==> config.mk <==
export PLATFORM = sky130hd
export DESIGN_NAME = preg_wakeup_sb
export DESIGN_NICKNAME = d
export VERILOG_FILES = /design/src/rtl/preg_wk_pkg.sv /design/src/rtl/wk_tag_dec.sv /design/src/rtl/wk_scoreboard.sv /design/src/rtl/wk_row.sv /design/src/rtl/preg_wakeup_sb.sv
export SDC_FILE = /design/constraint.sdc
export NUM_CORES = 1
export LEC_CHECK = 0
export BUFFER_PORTS_ARGS = -buffer_cell sky130_fd_sc_hd__buf_2
export CORE_UTILIZATION = 36
export DETAILED_ROUTE_END_ITERATION = 7
export GPL_ROUTABILITY_DRIVEN = 0
export REMOVE_ABC_BUFFERS = 1
export SYNTH_ARGS = -nofsm -noshare
export SYNTH_HDL_FRONTEND = slang
export SYNTH_SLANG_ARGS = --single-unit
==> constraint.sdc <==
create_clock -name clk_i -period 7.25 [get_ports clk_i]
set_clock_uncertainty 0.2 [all_clocks]
set_input_delay 1.0875 -clock clk_i [delete_from_list [all_inputs] [get_ports clk_i]]
set_output_delay 1.0875 -clock clk_i [all_outputs]
set_load 0.02 [all_outputs]
==> src/rtl/preg_wk_pkg.sv <==
package preg_wk_pkg;
  localparam int unsigned DEF_INT_REGS = 24;
  localparam int unsigned DEF_FP_REGS  = 16;
  localparam int unsigned DEF_TAG_W    = 6;
  localparam int unsigned DEF_ENTRIES  = 8;
  localparam int unsigned DEF_SRCS     = 2;
endpackage

==> src/rtl/wk_tag_dec.sv <==
module wk_tag_dec #(
  parameter int unsigned NPREGS = 40,
  parameter int unsigned TAG_W  = 6
) (
  input  logic              valid_i,
  input  logic [TAG_W-1:0]  tag_i,
  output logic [NPREGS-1:0] oh_o
);
  // tags >= NPREGS match no column and fall out as all-zero
  for (genvar r = 0; r < NPREGS; r++) begin : g_col
    assign oh_o[r] = valid_i && (tag_i == TAG_W'(r));
  end
endmodule

==> src/rtl/wk_scoreboard.sv <==
module wk_scoreboard #(
  parameter int unsigned NPREGS = 40
) (
  input  logic              clk_i,
  input  logic              rst_ni,
  input  logic [NPREGS-1:0] set_i,
  input  logic [NPREGS-1:0] clr_i,
  output logic [NPREGS-1:0] bits_o
);
  always_ff @(posedge clk_i or negedge rst_ni) begin
    if (!rst_ni) bits_o <= '0;
    else         bits_o <= (bits_o | set_i) & ~clr_i;  // allocation wins
  end
endmodule

==> src/rtl/wk_row.sv <==
module wk_row #(
  parameter int unsigned NPREGS = 40
) (
  input  logic              clk_i,
  input  logic              rst_ni,
  input  logic              ins_i,
  input  logic              sq_i,
  input  logic [NPREGS-1:0] wait_i,
  input  logic [NPREGS-1:0] wake_i,
  output logic              ready_o,
  output logic [NPREGS-1:0] wait_o
);
  logic occ_q;
  logic [NPREGS-1:0] wait_q;

  always_ff @(posedge clk_i or negedge rst_ni) begin
    if (!rst_ni) begin
      occ_q  <= 1'b0;
      wait_q <= '0;
    end else if (ins_i) begin
      occ_q  <= 1'b1;
      wait_q <= wait_i;
    end else if (sq_i) begin
      occ_q  <= 1'b0;
      wait_q <= '0;
    end else begin
      wait_q <= wait_q & ~wake_i;
    end
  end

  // same-cycle wakeup: mask bits being cleared this cycle
  assign ready_o = occ_q && ~|(wait_q & ~wake_i);
  assign wait_o  = wait_q;
endmodule

==> src/rtl/preg_wakeup_sb.sv <==
module preg_wakeup_sb #(
  parameter int unsigned INT_REGS = preg_wk_pkg::DEF_INT_REGS,
  parameter int unsigned FP_REGS  = preg_wk_pkg::DEF_FP_REGS,
  parameter int unsigned TAG_W    = preg_wk_pkg::DEF_TAG_W,
  parameter int unsigned ENTRIES  = preg_wk_pkg::DEF_ENTRIES,
  parameter int unsigned NUM_SRCS = preg_wk_pkg::DEF_SRCS,
  localparam int unsigned NPREGS  = INT_REGS + FP_REGS,
  localparam int unsigned IDX_W   = (ENTRIES > 1) ? $clog2(ENTRIES) : 1
) (
  input  logic                      clk_i,
  input  logic                      rst_ni,
  input  logic                      alloc_valid_i,
  input  logic [TAG_W-1:0]          alloc_tag_i,
  input  logic                      ins_valid_i,
  input  logic [IDX_W-1:0]          ins_idx_i,
  input  logic [NUM_SRCS*TAG_W-1:0] ins_tag_i,
  input  logic [NUM_SRCS-1:0]       ins_rdy_i,
  input  logic                      cmp_valid_i,
  input  logic [TAG_W-1:0]          cmp_tag_i,
  input  logic [ENTRIES-1:0]        sq_mask_i,
  output logic [NPREGS-1:0]         reg_ready_o,
  output logic [ENTRIES-1:0]        entry_ready_o,
  output logic                      alloc_err_o
);
  logic [NPREGS-1:0] alloc_oh, cmp_oh, ins_wait, col_wait;
  logic [NPREGS-1:0] src_oh  [NUM_SRCS];
  logic [NPREGS-1:0] row_wait[ENTRIES];

  wk_tag_dec #(.NPREGS(NPREGS), .TAG_W(TAG_W)) u_alloc_dec (
    .valid_i(alloc_valid_i), .tag_i(alloc_tag_i), .oh_o(alloc_oh));
  wk_tag_dec #(.NPREGS(NPREGS), .TAG_W(TAG_W)) u_cmp_dec (
    .valid_i(cmp_valid_i), .tag_i(cmp_tag_i), .oh_o(cmp_oh));

  // sources flagged ready by rename are never decoded
  for (genvar s = 0; s < NUM_SRCS; s++) begin : g_src
    wk_tag_dec #(.NPREGS(NPREGS), .TAG_W(TAG_W)) u_src_dec (
      .valid_i(ins_valid_i && !ins_rdy_i[s]),
      .tag_i  (ins_tag_i[s*TAG_W +: TAG_W]),
      .oh_o   (src_oh[s]));
  end

  // scoreboard check at insert, with a same-cycle completion bypass
  always_comb begin
    ins_wait = '0;
    for (int s = 0; s < NUM_SRCS; s++) ins_wait |= src_oh[s];
    ins_wait &= ~reg_ready_o & ~cmp_oh;
  end

  wk_scoreboard #(.NPREGS(NPREGS)) u_sb (
    .clk_i(clk_i), .rst_ni(rst_ni),
    .set_i(cmp_oh), .clr_i(alloc_oh), .bits_o(reg_ready_o));

  for (genvar e = 0; e < ENTRIES; e++) begin : g_row
    wk_row #(.NPREGS(NPREGS)) u_row (
      .clk_i  (clk_i),
      .rst_ni (rst_ni),
      .ins_i  (ins_valid_i && (ins_idx_i == IDX_W'(e))),
      .sq_i   (sq_mask_i[e]),
      .wait_i (ins_wait),
      .wake_i (cmp_oh),
      .ready_o(entry_ready_o[e]),
      .wait_o (row_wait[e]));
  end

  always_comb begin
    col_wait = '0;
    for (int e = 0; e < ENTRIES; e++) col_wait |= row_wait[e];
  end

  assign alloc_err_o = |(alloc_oh & col_wait);
endmodule

==> results_dict.tcl, run 1 <==
set metrics [dict create \
    wl_met2_um 30600 \
    grt_max_degree 161 \
    ios 91 \
    yosysSeqAreaShare 0.537 \
    fmax_mhz 177 \
    vias_per_cell 6.71 \
    path_clk_slew_ns 0.06 \
    rsz0062_at_grt "false" \
    ir_drop_uv 154 \
    whs_ns 0.336 \
    synthAdderAreaFrac 0 \
    num_rows 79 \
    htreeDepth 2 \
    nets 1881 \
    rr_startpoint "u_sb.bits_o[21]$_DFF_PN0_" \
    relSlewSlack 0.213 \
    clock-root-buffer "clkbuf_16" \
    setup_ws_ns 1.59 \
    die_area_um2 48500 \
    die_x_um 220 \
    grt_overflow_total 0 \
    yosys.area_share.xor_xnor 0 \
    port-buffer-count 90 \
    whs_path_depth 2 \
    drtAntennaViolNets 0 \
    maxCapViolCount 0 \
    yosysWarnings 0 \
    cts_setup_buffers 0 \
    setup_viol 0 \
    clk_latency_ns 0.54 \
    layout-drive-gt1-share 0.115 \
    maxUsedRoutingLayer "met5" \
    status "complete, but fails checks" \
    ys_types 57 \
    grt_pass1_wl_um 104000 \
    setup.worst_path.start_class "input port" \
    cp_max_fo 24 \
    dpl.cell_count 2406 \
    synthTopCellsByArea "dfrtp_1, o22ai_1, nand2_1, nor4_1, o21ai_0" \
    synth_seq_cells 368 \
    fin_crit_sh 0.781 \
    synth.avg_cell_area_um2 9.38 \
    synth-compound-area-share 0.201 \
    violations "design-rule violations" \
    hold_path_end "u_sb.bits_o[5]$_DFF_PN0_" \
    postCtsHoldBufs 0 \
    n_fill_cell 4592 \
    wl_met3_um 8510 \
    dp_hpwl_um 50400 \
    yosys.area_share.simple 0.223 \
    drtIter0Drc 2292 \
    post_cts_resize_count 0 \
    tns_ns 0 \
    synthToLayoutAreaGrowth_pct 12.5 \
    cts_tree "done" \
    fp.coreArea_um2 46800 \
    synthArstFlopShare 1.00 \
    fin_cells 2477 \
    post-route-min-period_ns 5.66 \
    worst_ep_required_time_ns 5.96 \
    min_from "u_sb.bits_o[5]$_DFF_PN0_" \
    final_area_um2 19300 \
    grt_pass1_vias 15800 \
    netlist.area_leader.share 0.537 \
    grt_usage 0.290 \
    fin_util 0.413 \
    crit_arrival_ns 4.37 \
    power.total_mw 4.61 \
    vias 16600 \
    r2r_slack_ns 5.52 \
    tightestPinTransition_ns 1.18 \
    pre_cts_ws_ns 1.68 \
    ys.flop_type "dfrtp_1" \
    wl_um 70800 \
    r2r_cells 3 \
    drcViolationCount 6 \
    clockBufferDepth 3 \
    synthMuxAreaShare 0 \
    p_leak_nw 8.25 \
    avgRoutedWirePerCell_um 28.6 \
    r2r_end "g_row[1].u_row.wait_o[21]$_DFF_PN0_" \
    worstSetupPathType "input port to output port" \
    synth_top_family_by_area "simple AND/OR/NAND/NOR gates" \
    cts-buffers-inserted 38 \
    worstSetupEndpointType "output port" \
    yosysTopAreaCell "dfrtp_1" \
    clock_sinks 368 \
    antenna_found_initial 10 \
    syn_area_um2 17100 \
    powerDensity_nw_per_um2 239 \
    hp-class "flop to flop" \
    synthesis.instances 1828 \
    synth-edff-count 0 \
    die_h_um 220 \
    start_util 0.367 \
    finalMaxSlewViolations 0 \
    met1Wirelength_um 28100 \
    drtPass1Iterations 8 \
    place_area_um2 18000 \
    finalHoldViolCount 0 \
]
worst max-delay path by stage:
| stage | startpoint | to | slack [ns] | depth (start not counted) |
|---|---|---|---|---|
| after global routing | cmp_tag_i[4] | entry_ready_o[7] | 1.48 | 8 |
| after detailed placement | cmp_tag_i[4] | entry_ready_o[7] | 1.68 | 8 |
| after floorplan | cmp_valid_i | entry_ready_o[5] | 2.05 | 6 |
| after global placement | cmp_tag_i[4] | entry_ready_o[7] | 1.67 | 8 |
| after CTS | cmp_tag_i[4] | entry_ready_o[7] | 1.67 | 8 |
| final | cmp_tag_i[4] | entry_ready_o[1] | 1.59 | 8 |
logic make-up (layout without fill, tap and decap cells):
logic type,count (synthesis),after routing
AO/OA/AOI/OAI,563,563
buffers and inverters,163,200
flip-flops,368,368
other,0,5
AND/OR/NAND/NOR,734,734
worst max-delay path, cell delays in order:
cell	delay [ns]
buf_2	0.23
nand3b_1	0.81
or2_2	0.65
nand2_1	0.13
nand4_1	0.10
nor3_1	0.83
o2111a_1	0.34
buf_2	0.18
layer usage:
layer | up-vias | GRT usage
met2 | 1159 | 0.425
met1 | 8287 | 0.398
met4 | 8 | 0.131
met5 | - | 0
met3 | 228 | 0.0786
li1 | 6944 | -
layout by cell type (no fill, tap or decap), types with 5 or more instances in the layout:
master and count:
dfrtp_1 368, nand2_1 304, o22ai_1 301, o21ai_0 103, nor4_1 90, buf_2 89
a21oi_1 78, nand4_1 60, nor2_1 52, clkbuf_16 41, nand4b_1 38, nor2b_1 35
nor3_1 26, nand3_1 24, buf_4 24, a22o_1 21, nand2b_1 20, inv_1 19
or2_2 18, nand3b_1 15, a31oi_1 11, clkinv_2 10, or2_1 9, nor3b_1 6
o21ai_1 6, a2111oi_0 6, o21bai_1 6, clkbuf_1 6, diode_2 5, and3b_1 5
a22oi_1 5, a211oi_1 5, o21ba_2 5, o2111a_1 5
flip-flops by register name (all words and copies together) (netlist names):
register,flops
g_row.u_row.wait_o,320
g_row.u_row.occ_q,8
u_sb.bits_o,40
cells in the mapped netlist (7+ instances only):
master,n
nand4_1,60
nor2b_1,35
nor4_1,90
or2_1,9
nand4b_1,38
a22o_1,21
nor2_1,52
dfrtp_1,368
nand2b_1,22
clkbuf_1,126
o21ai_0,103
nand2_1,307
or2_2,18
a21oi_1,78
o22ai_1,301
buf_4,9
nor3b_1,7
a31oi_1,11
nor3_1,26
nand3b_1,15
nand3_1,28
inv_1,19
area by class of cell:
cell class	instances	area, um2	area share
clock inverters	15	156	0.00811
repair buffers	115	661	0.0342
well taps	607	759	0.0394
diodes	5	12.5	0.000649
clock buffers	51	1100	0.0572
inverters	19	71.3	0.00370
multi-input cells	1297	7320	0.379
flip-flops and latches	368	9210	0.477
where the power goes:
part | internal, mW | switching (mW) | total (mW)
Sequential | 2.10 | 0.0458 | 2.15
Combinational | 0.105 | 0.323 | 0.428
Clock | 1.18 | 0.856 | 2.03
(Power assumes the default switching activity.)
==> run 2: changes to the inputs <==
clock period = 5.4 ns   (was 7.25 ns; I/O delays follow)
==> run 2 against run 1 <==
The flow still finishes with violations (design-rule violations). Worst hold slack worse by 0.18 ns. Design area increased by 1.1%. Clock power increased by 39%. Worst setup slack worse by 1.1 ns. Critical path type unchanged. Critical endpoint unchanged. Largest cell class unchanged. Largest power group unchanged.
==> results_dict.tcl, run 2 (same netlist as run 1, synthesis figures left out) <==
set metrics [dict create \
    post_cts_resize_count 0 \
    clk_latency_ns 0.56 \
    largest_reg_flops 320 \
    dpl.cell_count 2423 \
    pre_cts_ws_ns 0.583 \
    n_fill_cell 4539 \
    start_util 0.367 \
    finalMaxSlewViolations 0 \
    setup.worst_path.start_class "input port" \
    grt_pass1_vias 16100 \
    cp_common_cell "buf_2" \
    final_area_um2 19500 \
    worst_ep_required_time_ns 4.39 \
    drcViolationCount 6 \
    fmax_mhz 203 \
    wl_um 72400 \
    synthToLayoutAreaGrowth_pct 13.7 \
    vias_per_cell 6.73 \
    clockBufferDepth 3 \
    worstSetupPathType "input port to output port" \
    htreeDepth 2 \
    layout-drive-gt1-share 0.124 \
    path_clk_slew_ns 0.06 \
    grt_pass1_wl_um 108000 \
    die_x_um 220 \
    critical-path-slowest-cell "nor3_1" \
    clock_sinks 368 \
    mostFrequentLayoutCells "dfrtp_1, nand2_1, o22ai_1" \
    die_h_um 220 \
    finalHoldViolCount 0 \
    drtIter0Drc 2355 \
    rsz0062_at_grt "false" \
    maxCapViolCount 0 \
    cts-buffers-inserted 40 \
    violations "design-rule violations" \
    grt_overflow_total 0 \
    ir_drop_uv 165 \
    postCtsHoldBufs 0 \
    num_rows 79 \
    cp_max_fo 16 \
    fp.coreArea_um2 46800 \
    drtAntennaViolNets 0 \
    ios 91 \
    cts_tree "done" \
    crit_chain "buf_2 -> or4b_1 -> or2_1 -> nand2_1 -> nand4_1 -> nor3_1 -> o2111a_1 -> buf_2" \
    vias 16800 \
    relSlewSlack 0.158 \
    tns_ns 0 \
    slowest_delay_ns 0.91 \
    hp-class "input port to async pin" \
    grt_usage 0.300 \
    powerDensity_nw_per_um2 322 \
    die_area_um2 48500 \
    avgRoutedWirePerCell_um 29.0 \
    nets 1900 \
    place_area_um2 18200 \
    p_leak_nw 8.36 \
    final_common_cell "dfrtp_1" \
    grt_max_degree 119 \
    tightestPinTransition_ns 1.25 \
    clock-root-buffer "clkbuf_16" \
    dp_hpwl_um 51700 \
    power.total_mw 6.28 \
    port-buffer-count 90 \
    antenna_found_initial 10 \
    status "complete, but fails checks" \
    setup_ws_ns 0.479 \
    fin_crit_sh 0.911 \
    fin_cells 2501 \
    cts_setup_buffers 0 \
    drtPass1Iterations 8 \
    crit_arrival_ns 3.91 \
    worstSetupEndpointType "output port" \
    setup_viol 0 \
    post-route-min-period_ns 4.92 \
]
run 2: routing by layer:
metal	up-vias	track usage	share of wire	routed length, um
met5	-	0.00606	0.0016	115
met4	14	0.142	0.052	3740
met3	228	0.0816	0.13	9090
met2	1285	0.427	0.42	30700
met1	8351	0.420	0.40	28800
li1	6964	-	-	-
run 2: report_power, final:
part	switching, mW	internal (mW)
Combinational	0.440	0.145
Sequential	0.0562	2.82
Clock	1.19	1.63
run 2: path summary, 6_finish.rpt:
| check | from | end | slack (ns) | cells past startpoint |
|---|---|---|---|---|
| hold reg to reg | g_row[7].u_row.occ_q$_DFFE_PN0P_ | g_row[7].u_row.occ_q$_DFFE_PN0P_ | 0.33 | 2 |
| max in group asynchronous | rst_ni | g_row[1].u_row.wait_o[13]$_DFF_PN0_ | 3.49 | 2 |
| setup reg to reg | u_sb.bits_o[24]$_DFF_PN0_ | g_row[2].u_row.wait_o[24]$_DFF_PN0_ | 3.79 | 3 |
| min in group clk_i | sq_mask_i[5] | g_row[5].u_row.occ_q$_DFFE_PN0P_ | 0.28 | 2 |
| setup / recovery | cmp_tag_i[1] | entry_ready_o[1] | 0.48 | 8 |
| hold / removal | rst_ni | u_sb.bits_o[16]$_DFF_PN0_ | 0.16 | 1 |
run 2: stage by stage:
step / utilization / hold WS (ns)
finish: 0.417 / 0.155
global route: 0.417 / 0.243
CTS: 0.417 / 0.201
detailed placement: 0.388 / 0.315
global placement: 0.388 / 0.314
floorplan: - / 0.297
run 2: worst max-delay path: cells and delay by family:
kind | cells | cell delay [ns]
compound gates | 1 | 0.34
buf+inv | 2 | 0.38
simple gates | 5 | 2.36
run 2: final cells by class:
| cell class | instances | area [um2] | area share |
|---|---|---|---|
| Sequential cell | 368 | 9210 | 0.472 |
| Inverter | 19 | 71.3 | 0.00366 |
| Clock inverter | 9 | 81.3 | 0.00417 |
| Tap cell | 607 | 759 | 0.0389 |
| Multi-Input combinational cell | 1297 | 7320 | 0.375 |
| Clock buffer | 65 | 1250 | 0.0639 |
| Antenna cell | 4 | 10.0 | 0.000513 |
| Timing Repair Buffer | 132 | 801 | 0.0411 |
